--- src/rtl/uart_mute_pkg.sv ---
package uart_mute_pkg;

  // Frame length in bit periods: start + data + optional extra bit + stop.
  function automatic int frame_bits(input int data_w, input logic long_word);
    return data_w + 2 + (long_word ? 1 : 0);
  endfunction

endpackage

--- src/rtl/mute_idle_detect.sv ---
module mute_idle_detect #(
  parameter int DATA_W = 8
) (
  input  logic clk,
  input  logic rst_n,
  input  logic restart,
  input  logic muted,
  input  logic long_word,
  input  logic bit_tick,
  input  logic line_bit,
  output logic idle_hit
);
  import uart_mute_pkg::*;

  localparam int FRAME_MAX = DATA_W + 3;
  localparam int CNT_W     = $clog2(FRAME_MAX + 1);

  logic             armed;
  logic [CNT_W-1:0] run_cnt;
  logic [CNT_W-1:0] last_idx;

  assign last_idx = CNT_W'(frame_bits(DATA_W, long_word) - 1);

  always_ff @(posedge clk) begin
    if (!rst_n || restart) begin
      armed   <= 1'b0;
      run_cnt <= '0;
    end else if (muted && bit_tick) begin
      if (!line_bit) begin
        armed   <= 1'b1;
        run_cnt <= '0;
      end else if (armed && run_cnt != last_idx) begin
        run_cnt <= run_cnt + 1'b1;
      end
    end
  end

  assign idle_hit = muted && armed && bit_tick && line_bit && (run_cnt == last_idx);

endmodule

--- src/rtl/mute_stream_gate.sv ---
module mute_stream_gate #(
  parameter int DATA_W = 8,
  parameter int FLAG_W = 4,
  parameter int IRQ_W  = 2
) (
  input  logic              muted,
  input  logic              wake_addr,
  input  logic              in_valid,
  output logic              in_ready,
  input  logic [DATA_W-1:0] in_data,
  output logic              out_valid,
  input  logic              out_ready,
  output logic [DATA_W-1:0] out_data,
  input  logic [FLAG_W-1:0] stat_set_in,
  output logic [FLAG_W-1:0] stat_set_out,
  input  logic [IRQ_W-1:0]  irq_in,
  output logic [IRQ_W-1:0]  irq_out,
  output logic              addr_wake
);
  logic addr_mark;
  logic wake_char;
  logic pass;

  assign addr_mark = in_data[DATA_W-1];
  assign wake_char = muted && wake_addr && in_valid && addr_mark;
  assign pass      = !muted || wake_char;

  assign out_valid    = in_valid && pass;
  assign out_data     = in_data;
  assign in_ready     = pass ? out_ready : 1'b1;
  assign stat_set_out = pass ? stat_set_in : '0;
  assign irq_out      = pass ? irq_in : '0;
  assign addr_wake    = wake_char && out_ready;

endmodule

--- src/rtl/uart_rx_mute.sv ---
module uart_rx_mute #(
  parameter int DATA_W = 8,
  parameter int FLAG_W = 4,
  parameter int IRQ_W  = 2
) (
  input  logic              clk,
  input  logic              rst_n,
  input  logic              mute_set,
  input  logic              mute_clr,
  input  logic              wake_addr,
  input  logic              long_word,
  input  logic              bit_tick,
  input  logic              line_bit,
  input  logic              in_valid,
  output logic              in_ready,
  input  logic [DATA_W-1:0] in_data,
  output logic              out_valid,
  input  logic              out_ready,
  output logic [DATA_W-1:0] out_data,
  input  logic [FLAG_W-1:0] stat_set_in,
  output logic [FLAG_W-1:0] stat_set_out,
  input  logic [IRQ_W-1:0]  irq_in,
  output logic [IRQ_W-1:0]  irq_out,
  output logic              mute_status
);
  logic muted;
  logic idle_hit;
  logic addr_wake;
  logic wake;
  logic entering;

  assign entering = mute_set && !muted && !mute_clr;
  assign wake     = addr_wake || (idle_hit && !wake_addr);

  always_ff @(posedge clk) begin
    if (!rst_n)        muted <= 1'b0;
    else if (mute_clr) muted <= 1'b0;
    else if (wake)     muted <= 1'b0;
    else if (mute_set) muted <= 1'b1;
  end

  mute_idle_detect #(.DATA_W(DATA_W)) u_idle (
    .clk(clk), .rst_n(rst_n), .restart(entering), .muted(muted),
    .long_word(long_word), .bit_tick(bit_tick), .line_bit(line_bit),
    .idle_hit(idle_hit)
  );

  mute_stream_gate #(.DATA_W(DATA_W), .FLAG_W(FLAG_W), .IRQ_W(IRQ_W)) u_gate (
    .muted(muted), .wake_addr(wake_addr),
    .in_valid(in_valid), .in_ready(in_ready), .in_data(in_data),
    .out_valid(out_valid), .out_ready(out_ready), .out_data(out_data),
    .stat_set_in(stat_set_in), .stat_set_out(stat_set_out),
    .irq_in(irq_in), .irq_out(irq_out), .addr_wake(addr_wake)
  );

  assign mute_status = muted;

endmodule

--- config.mk ---
export PLATFORM = sky130hd
export DESIGN_NAME = uart_rx_mute
export DESIGN_NICKNAME = d
export VERILOG_FILES = /design/src/rtl/uart_mute_pkg.sv /design/src/rtl/mute_idle_detect.sv /design/src/rtl/mute_stream_gate.sv /design/src/rtl/uart_rx_mute.sv
export SDC_FILE = /design/constraint.sdc
export NUM_CORES = 1
export LEC_CHECK = 0
export ABC_AREA = 1
export BUFFER_PORTS_ARGS = -buffer_cell sky130_fd_sc_hd__buf_4
export CAP_MARGIN = 25
export CELL_PAD_IN_SITES_DETAIL_PLACEMENT = 1
export CELL_PAD_IN_SITES_GLOBAL_PLACEMENT = 2
export CORE_ASPECT_RATIO = 1.1
export CORE_UTILIZATION = 15
export CTS_CLUSTER_SIZE = 24
export DETAILED_ROUTE_END_ITERATION = 16
export PLACE_DENSITY = 0.76
export REMOVE_ABC_BUFFERS = 1
export SETUP_SLACK_MARGIN = 0.3
export SYNTH_ARGS = -nofsm -noshare
export SYNTH_HDL_FRONTEND = slang
export SYNTH_SLANG_ARGS = --single-unit
export TNS_END_PERCENT = 1
--- constraint.sdc ---
create_clock -name clk -period 1.05 [get_ports clk]
set_input_delay 0.0525 -clock clk [delete_from_list [all_inputs] [get_ports clk]]
set_output_delay 0.0525 -clock clk [all_outputs]
set_load 0.005 [all_outputs]
==> summary.txt, run 1 <==
Outcome
  • Status: finished, violations left
  • Violated checks: negative setup slack

Flow run
  • Max-Cap Viols: 0

Global route
  • Largest net degree at the start of global routing: 9
  • First-pass GRT wire length: 2.808 mm
  • Vias in the first global route: 667
  • Initial antenna violation count: 0
  • Global-route usage over all layers: 10.30%
  • Gr ovfl total: 0

STA
  • Worst-margin pin slew: 0.2230 ns
  • Tcrit/Tclk final: 114.9%
  • Worst Clk Skew: 0.008589 ns
  • Max Transition Viols Final: 0
  • Final min period: 1.206 ns
  • RSZ-0062 raised after global routing: yes
  • Fmax achieved: 829.2 MHz
  • Setup ws final: -0.1560 ns
  • Final hold slack: 0.09275 ns
  • Slew headroom: 85.08%
  • Final setup fails: 11
  • Endpoints failing hold: 0
  • Setup TNS: -1.285 ns

Route
  • Number of remaining DRC errors: 0
  • Starting DRC count in detailed routing: 3
  • Vias per cell: 4.137
  • Drt first pass iters: 4
  • Vias: 604
  • WL/cell: 11.39 um
  • Routed Antenna Nets: 0
  • WL final: 1.663 mm

Yosys
  • Dominant cell type by area after synthesis: dfxtp_1
  • Synth area leaders: dfxtp_1, inv_1, nand2_1
  • Most instantiated cells after synthesis: inv_1, nand2_1, buf_4
  • Post-synth EDFFs: 0
  • Primary FF master, synth: dfxtp_1
  • Seq cells post-synth: 6
  • Cell Area, Synth: 511.7 um^2
  • Post-Syn Area per Cell: 6.318 um^2
  • Post-synth top area share: 23.47%
  • Async S/R FF share, synth: 0%
  • Sequential-to-total area share from yosys stat: 23.47%
  • Yosys Warn Count: 0
  • Distinct cells, synth: 20
  • Synthesized instance count: 81

Worst setup path
  • Buf/Inv on CP: 2
  • Worst endpoint required time: 1.00 ns
  • Crit path largest cell delay: 0.37 ns
  • Setup crit end kind: output pin
  • Critical-path maximum fanout: 8
  • Top delay family on crit path: flip-flops
  • Crit-path cells: nand3_4, o21ai_4, nand2_1, inv_1, buf_4
  • Worst setup SP type: register
  • CP max-delay cell: dfxtp_4
  • CP arrival: 1.15 ns
  • CP Class: register to output pin

Placement
  • Routability Congestion: 0.7497
  • Hpwl dp: 1.287 mm
  • # port buffers: 26
  • Post-placement cell count: 140
  • Placement Setup Slack: -0.1286 ns

Clock tree
  • CTS max path bufs: 2
  • Skew-Pair Late Insertion Delay: 0.25 ns
  • CTS clk-pin slew, worst paths: 0.05 ns
  • Hold-fix buffers, CTS: 0
  • CTS Buf Count: 3
  • TritonCTS clock tree: built
  • Root Buffer Master: clkbuf_4
  • CTS H-tree depth: 1
  • Clk sinks: 6

Worst hold path
  • Worst hold path type: primary input to register

Floorplan
  • Rows: 21
  • Die H: 63.26 um
  • Chip width: 57.69 um
  • Area of the core: 3153 um^2
  • I/O Pins: 41
  • Die area: 3649 um^2
  • Starting Density: 16.23%

Layout
  • Layout Utilization: 26.98%
  • Layout area overhead: 66.26%
  • Number of diodes: 0
  • Final non-filler cell total: 146
  • Layout cell share with drive strength beyond 1: 51.79%
  • Final #Nets: 139

Power and ir drop
  • VDD IR max: 268.2 uV
  • Lkg Pwr: 0.4375 nW
  • Pwr dens: 743.7 nW/um^2
==> registers in the layout, summed over array words and instances (netlist names) <==
register	flops
mute_status	1
u_idle.armed	1
u_idle.run_cnt	4
==> layer usage <==
| metal | up-vias | GRT usage (%) | wire (um) |
|---|---|---|---|
| li1 | 302 | - | - |
| met1 | 255 | 9.441 | 606 |
| met2 | 43 | 17.44 | 819 |
| met3 | 4 | 5.133 | 193 |
| met4 | 0 | 7.143 | 44 |
| met5 | - | 0 | 0 |
==> worst register-to-register path: stages, from the launching register on <==
cell and delay [ns]:
dfxtp_4 0.37, buf_4 0.12, nand2_2 0.06, nor2_4 0.12, nand2_4 0.08, nand2_4 0.08
nand2_1 0.06, nand2_1 0.06, nor2_1 0.04
==> repair_timing <==
item	in CTS	in global routing
hold endpoints to repair	0	0
setup buffers	2	1
setup endpoints to repair	15	15
resized for setup	11	6
pin swaps	5	4
==> per-stage QoR <==
| step | area [um^2] | power, mW |
|---|---|---|
| after floorplan | 451.7 | 0.2893 |
| after global routing | 850.8 | 0.6631 |
| final | 850.8 | 0.6327 |
| after detailed placement | 742.0 | 0.3979 |
| after global placement | 742.0 | 0.3966 |
| after CTS | 825.8 | 0.6283 |
==> cell families after synthesis <==
| family | after synthesis | synth area share, % |
|---|---|---|
| AND/OR/NAND/NOR | 39 | 35.70 |
| XOR/XNOR | 1 | 1.712 |
| adder cells (fa/ha/maj) | 1 | 2.445 |
| AO/OA/AOI/OAI | 8 | 11.74 |
| flip-flops | 6 | 23.47 |
| buffers and inverters | 26 | 24.94 |
==> power breakdown <==
part	internal, mW	switching, mW	total, mW
clock network	0.129	0.0851	0.214
registers	0.231	0.00366	0.235
logic	0.104	0.0795	0.184
total	0.464	0.168	0.633
==> layout make-up <==
class                   count  area (um^2)
inverters                  18        67.56
fillers                   415         2302
multi-input cells          49        314.1
clock buffers               3        22.52
flip-flops and latches      6        126.4
repair buffers             36        277.8
well taps                  34        42.54
==> path summary, 6_finish.rpt <==
check	start	end	slack, ns	depth (start not counted)
worst max register to register	mute_status	u_idle.run_cnt[3]	-0.06	8
worst min-delay path	rst_n	mute_status	0.09	3
worst max-delay path	mute_status	stat_set_out[3]	-0.16	5
worst min register to register	u_idle.run_cnt[1]	u_idle.run_cnt[1]	0.50	2
==> cell usage in the layout (no fill, tap or decap) <==
cell / netlist / final
buf_4: 8 / 34
inv_1: 17 / 16
nand2_1: 17 / 15
nor2_1: 7 / 6
nand2_2: 3 / 4
nand3_1: 6 / 4
nor3_1: 3 / 3
clkbuf_4: 0 / 3
dfxtp_1: 6 / 3
inv_2: 1 / 2
a21oi_1: 3 / 2
nand2_4: 1 / 2
a21oi_2: 1 / 2
buf_6: 0 / 2
dfxtp_2: 0 / 2
nand3_4: 0 / 1
o21ai_4: 0 / 1
nand3_2: 0 / 1
o31ai_4: 0 / 1
nor2_2: 0 / 1
nor2_4: 1 / 1
xnor2_1: 1 / 1
nand4_1: 1 / 1
o211ai_1: 1 / 1
o21bai_1: 1 / 1
ha_1: 1 / 1
dfxtp_4: 0 / 1
Note: power is estimated with default switching activity, not from simulation.
==> run 2, diff against run 1 <==
- ABC_AREA: 1 -> not set
- CORE_UTILIZATION: 15 -> 17
- PLACE_DENSITY: 0.76 -> 0.78
- clock period: 1.05 -> 1.3 ns (I/O delays scaled with it)
==> summary.txt, run 2 <==
Route
  • Drt first pass iters: 4
  • Routed Antenna Nets: 0
  • Starting DRC count in detailed routing: 2
  • Vias: 546
  • WL/cell: 12.51 um
  • WL final: 1.514 mm
  • Number of remaining DRC errors: 0
  • Vias per cell: 4.512

Yosys
  • Async S/R FF share, synth: 0%
  • Synthesized instance count: 61
  • Synth area leaders: dfxtp_1, buf_4, and2_1
  • Distinct cells, synth: 28
  • Sequential-to-total area share from yosys stat: 24.74%
  • Post-Syn Area per Cell: 7.958 um^2
  • Seq cells post-synth: 6
  • Most instantiated cells after synthesis: buf_4, and2_1, nand2_1
  • Most common cell in the netlist: buf_4
  • Dominant cell type by area after synthesis: dfxtp_1
  • Cell Area, Synth: 485.5 um^2
  • Primary FF master, synth: dfxtp_1
  • Post-synth EDFFs: 0
  • Yosys Warn Count: 0
  • Post-synth top area share: 24.74%

Worst setup path
  • Buf/Inv on CP: 0
  • Worst endpoint required time: 1.48 ns
  • Crit-path cells: and3b_4, nor3b_4, or4b_1, o21ai_1
  • CP arrival: 1.52 ns
  • Setup crit end kind: register
  • FF-to-FF setup slack: -0.04 ns
  • CP Class: register to register
  • Crit path largest cell delay: 0.44 ns
  • Critical-path maximum fanout: 4
  • CP max-delay cell: or4b_1
  • Worst setup SP type: register
  • Top delay family on crit path: simple AND/OR/NAND/NOR gates

STA
  • Worst Clk Skew: 0.003512 ns
  • RSZ-0062 raised after global routing: yes
  • Tcrit/Tclk final: 103.2%
  • Slew headroom: 83.74%
  • Max Transition Viols Final: 0
  • Final setup fails: 9
  • Worst-margin pin slew: 0.2424 ns
  • Endpoints failing hold: 0
  • Final min period: 1.342 ns
  • Final hold slack: 0.1180 ns
  • Setup ws final: -0.04187 ns
  • Fmax achieved: 745.2 MHz

Layout
  • Layout Utilization: 30.76%
  • Final #Nets: 117
  • Number of diodes: 0
  • Top reg by flops: u_idle.run_cnt
  • Design Area, Final: 797.0 um^2
  • Max reg flops: 4
  • Layout area overhead: 64.18%
  • Layout cell share with drive strength beyond 1: 54.44%
  • Leading cell type in the layout, fill and taps excluded: buf_4
  • Most frequent cells in the layout: buf_4, nand2_1, and2_1, buf_6, dfxtp_1

Power and ir drop
  • Sw Share: 25.39%
  • Sequential share of power: 36.5%
  • VDD IR max: 422.1 uV
  • Sw Pwr: 0.1306 mW
  • Cell Int Power: 0.3838 mW
  • Gate power share: 27.3%
  • Clock power frac: 36.1%
  • Lkg Pwr: 0.3672 nW
  • Pwr dens: 645.4 nW/um^2

Outcome
  • Status: finished, violations left
  • Violated checks: negative setup slack

Floorplan
  • Chip width: 52.95 um
  • I/O Pins: 41
  • Starting Density: 18.73%
  • Die H: 58.05 um
  • Area of the core: 2591 um^2
  • Die area: 3073 um^2
  • Rows: 19

Clock tree
  • CTS clk-pin slew, worst paths: 0.06 ns
  • Skew-Pair Late Insertion Delay: 0.24 ns
  • TritonCTS clock tree: built
  • CTS H-tree depth: 1
  • Root Buffer Master: clkbuf_4
  • Hold-fix buffers, CTS: 0
  • Clk sinks: 6
  • CTS Buf Count: 3
  • CTS max path bufs: 2

Placement
  • Hpwl dp: 1.222 mm
  • Post-place instance area: 708.2 um^2
  • Routability Congestion: 0.7325
  • Placement Setup Slack: -0.1080 ns
  • # port buffers: 26

Worst hold path
  • Worst hold path type: primary input to register

Global route
  • Largest net degree at the start of global routing: 9
  • Vias in the first global route: 526
  • Gr ovfl total: 0
  • Global-route usage over all layers: 10.16%
  • Initial antenna violation count: 0
  • First-pass GRT wire length: 2.318 mm

Flow run
  • Max-Cap Viols: 0
==> run 2: final cells by class <==
| cell class | count | area, um^2 |
|---|---|---|
| Multi-Input combinational cell | 44 | 322.8 |
| Sequential cell | 6 | 123.9 |
| Tap cell | 31 | 38.79 |
| Timing Repair Buffer | 35 | 281.5 |
| Inverter | 2 | 7.507 |
| Fill cell | 321 | 1794 |
| Clock buffer | 3 | 22.52 |
==> run 2: worst register-to-register path: cells and delay by family, from the launching register on <==
kind,cells,cell delay [ns]
AO/OA/AOI/OAI,1,0.08
flip-flops,1,0.36
AND/OR/NAND/NOR,3,0.84
==> run 2: path summary, 6_finish.rpt <==
| kind | end | cells after the start | startpoint |
|---|---|---|---|
| setup / recovery | u_idle.run_cnt[0] | 4 | mute_status |
| hold / removal | mute_status | 3 | rst_n |
| setup reg to reg | u_idle.run_cnt[0] | 4 | mute_status |
| hold reg to reg | u_idle.run_cnt[3] | 2 | u_idle.run_cnt[3] |
==> run 2: logic make-up after synthesis <==
logic type | count (synthesis) | synth area share, %
DFF | 6 | 24.74
buffers and inverters | 11 | 16.24
muxes | 1 | 2.062
AOI/OAI and AO/OA | 8 | 10.82
and+or+nand+nor | 34 | 43.56
adders and majority gates | 1 | 2.577
==> run 2: timing repair <==
action | in CTS | in global routing
buffers inserted | 1 | 0
setup endpoints to repair | 14 | 14
endpoints found under the hold margin | 0 | 0
pin swaps | 4 | 5
gates cloned | 0 | 0
resized for setup | 7 | 10
==> run 2: power groups by stage <==
stage	combinational, mW	clock, mW	sequential, mW
after floorplan	0.0336	0	0.193
after global placement	0.121	0	0.192
after detailed placement	0.124	0	0.192
after CTS	0.132	0.190	0.189
after global routing	0.151	0.203	0.188
final	0.141	0.186	0.188
==> run 2: per-stage QoR <==
stage | power, mW | TNS, ns | cells
2_1_floorplan | 0.2269 | -0.06377 | 52
3_3_place_gp | 0.3133 | -0.3287 | 117
3_5_place_dp | 0.3161 | -0.4333 | 117
4_1_cts | 0.5107 | -0.2081 | 121
5_1_grt | 0.5431 | -0.7572 | 121
6_report | 0.5144 | -0.1023 | 121
==> run 2: routing by layer <==
metal	share of wire [%]	wire [um]	global-route usage [%]	up-vias
li1	-	-	-	263
met1	40	603	10.55	246
met2	46	704	17.00	35
met4	0.40	6	3.383	0
met5	0	0	0	-
met3	13	199	5.774	2
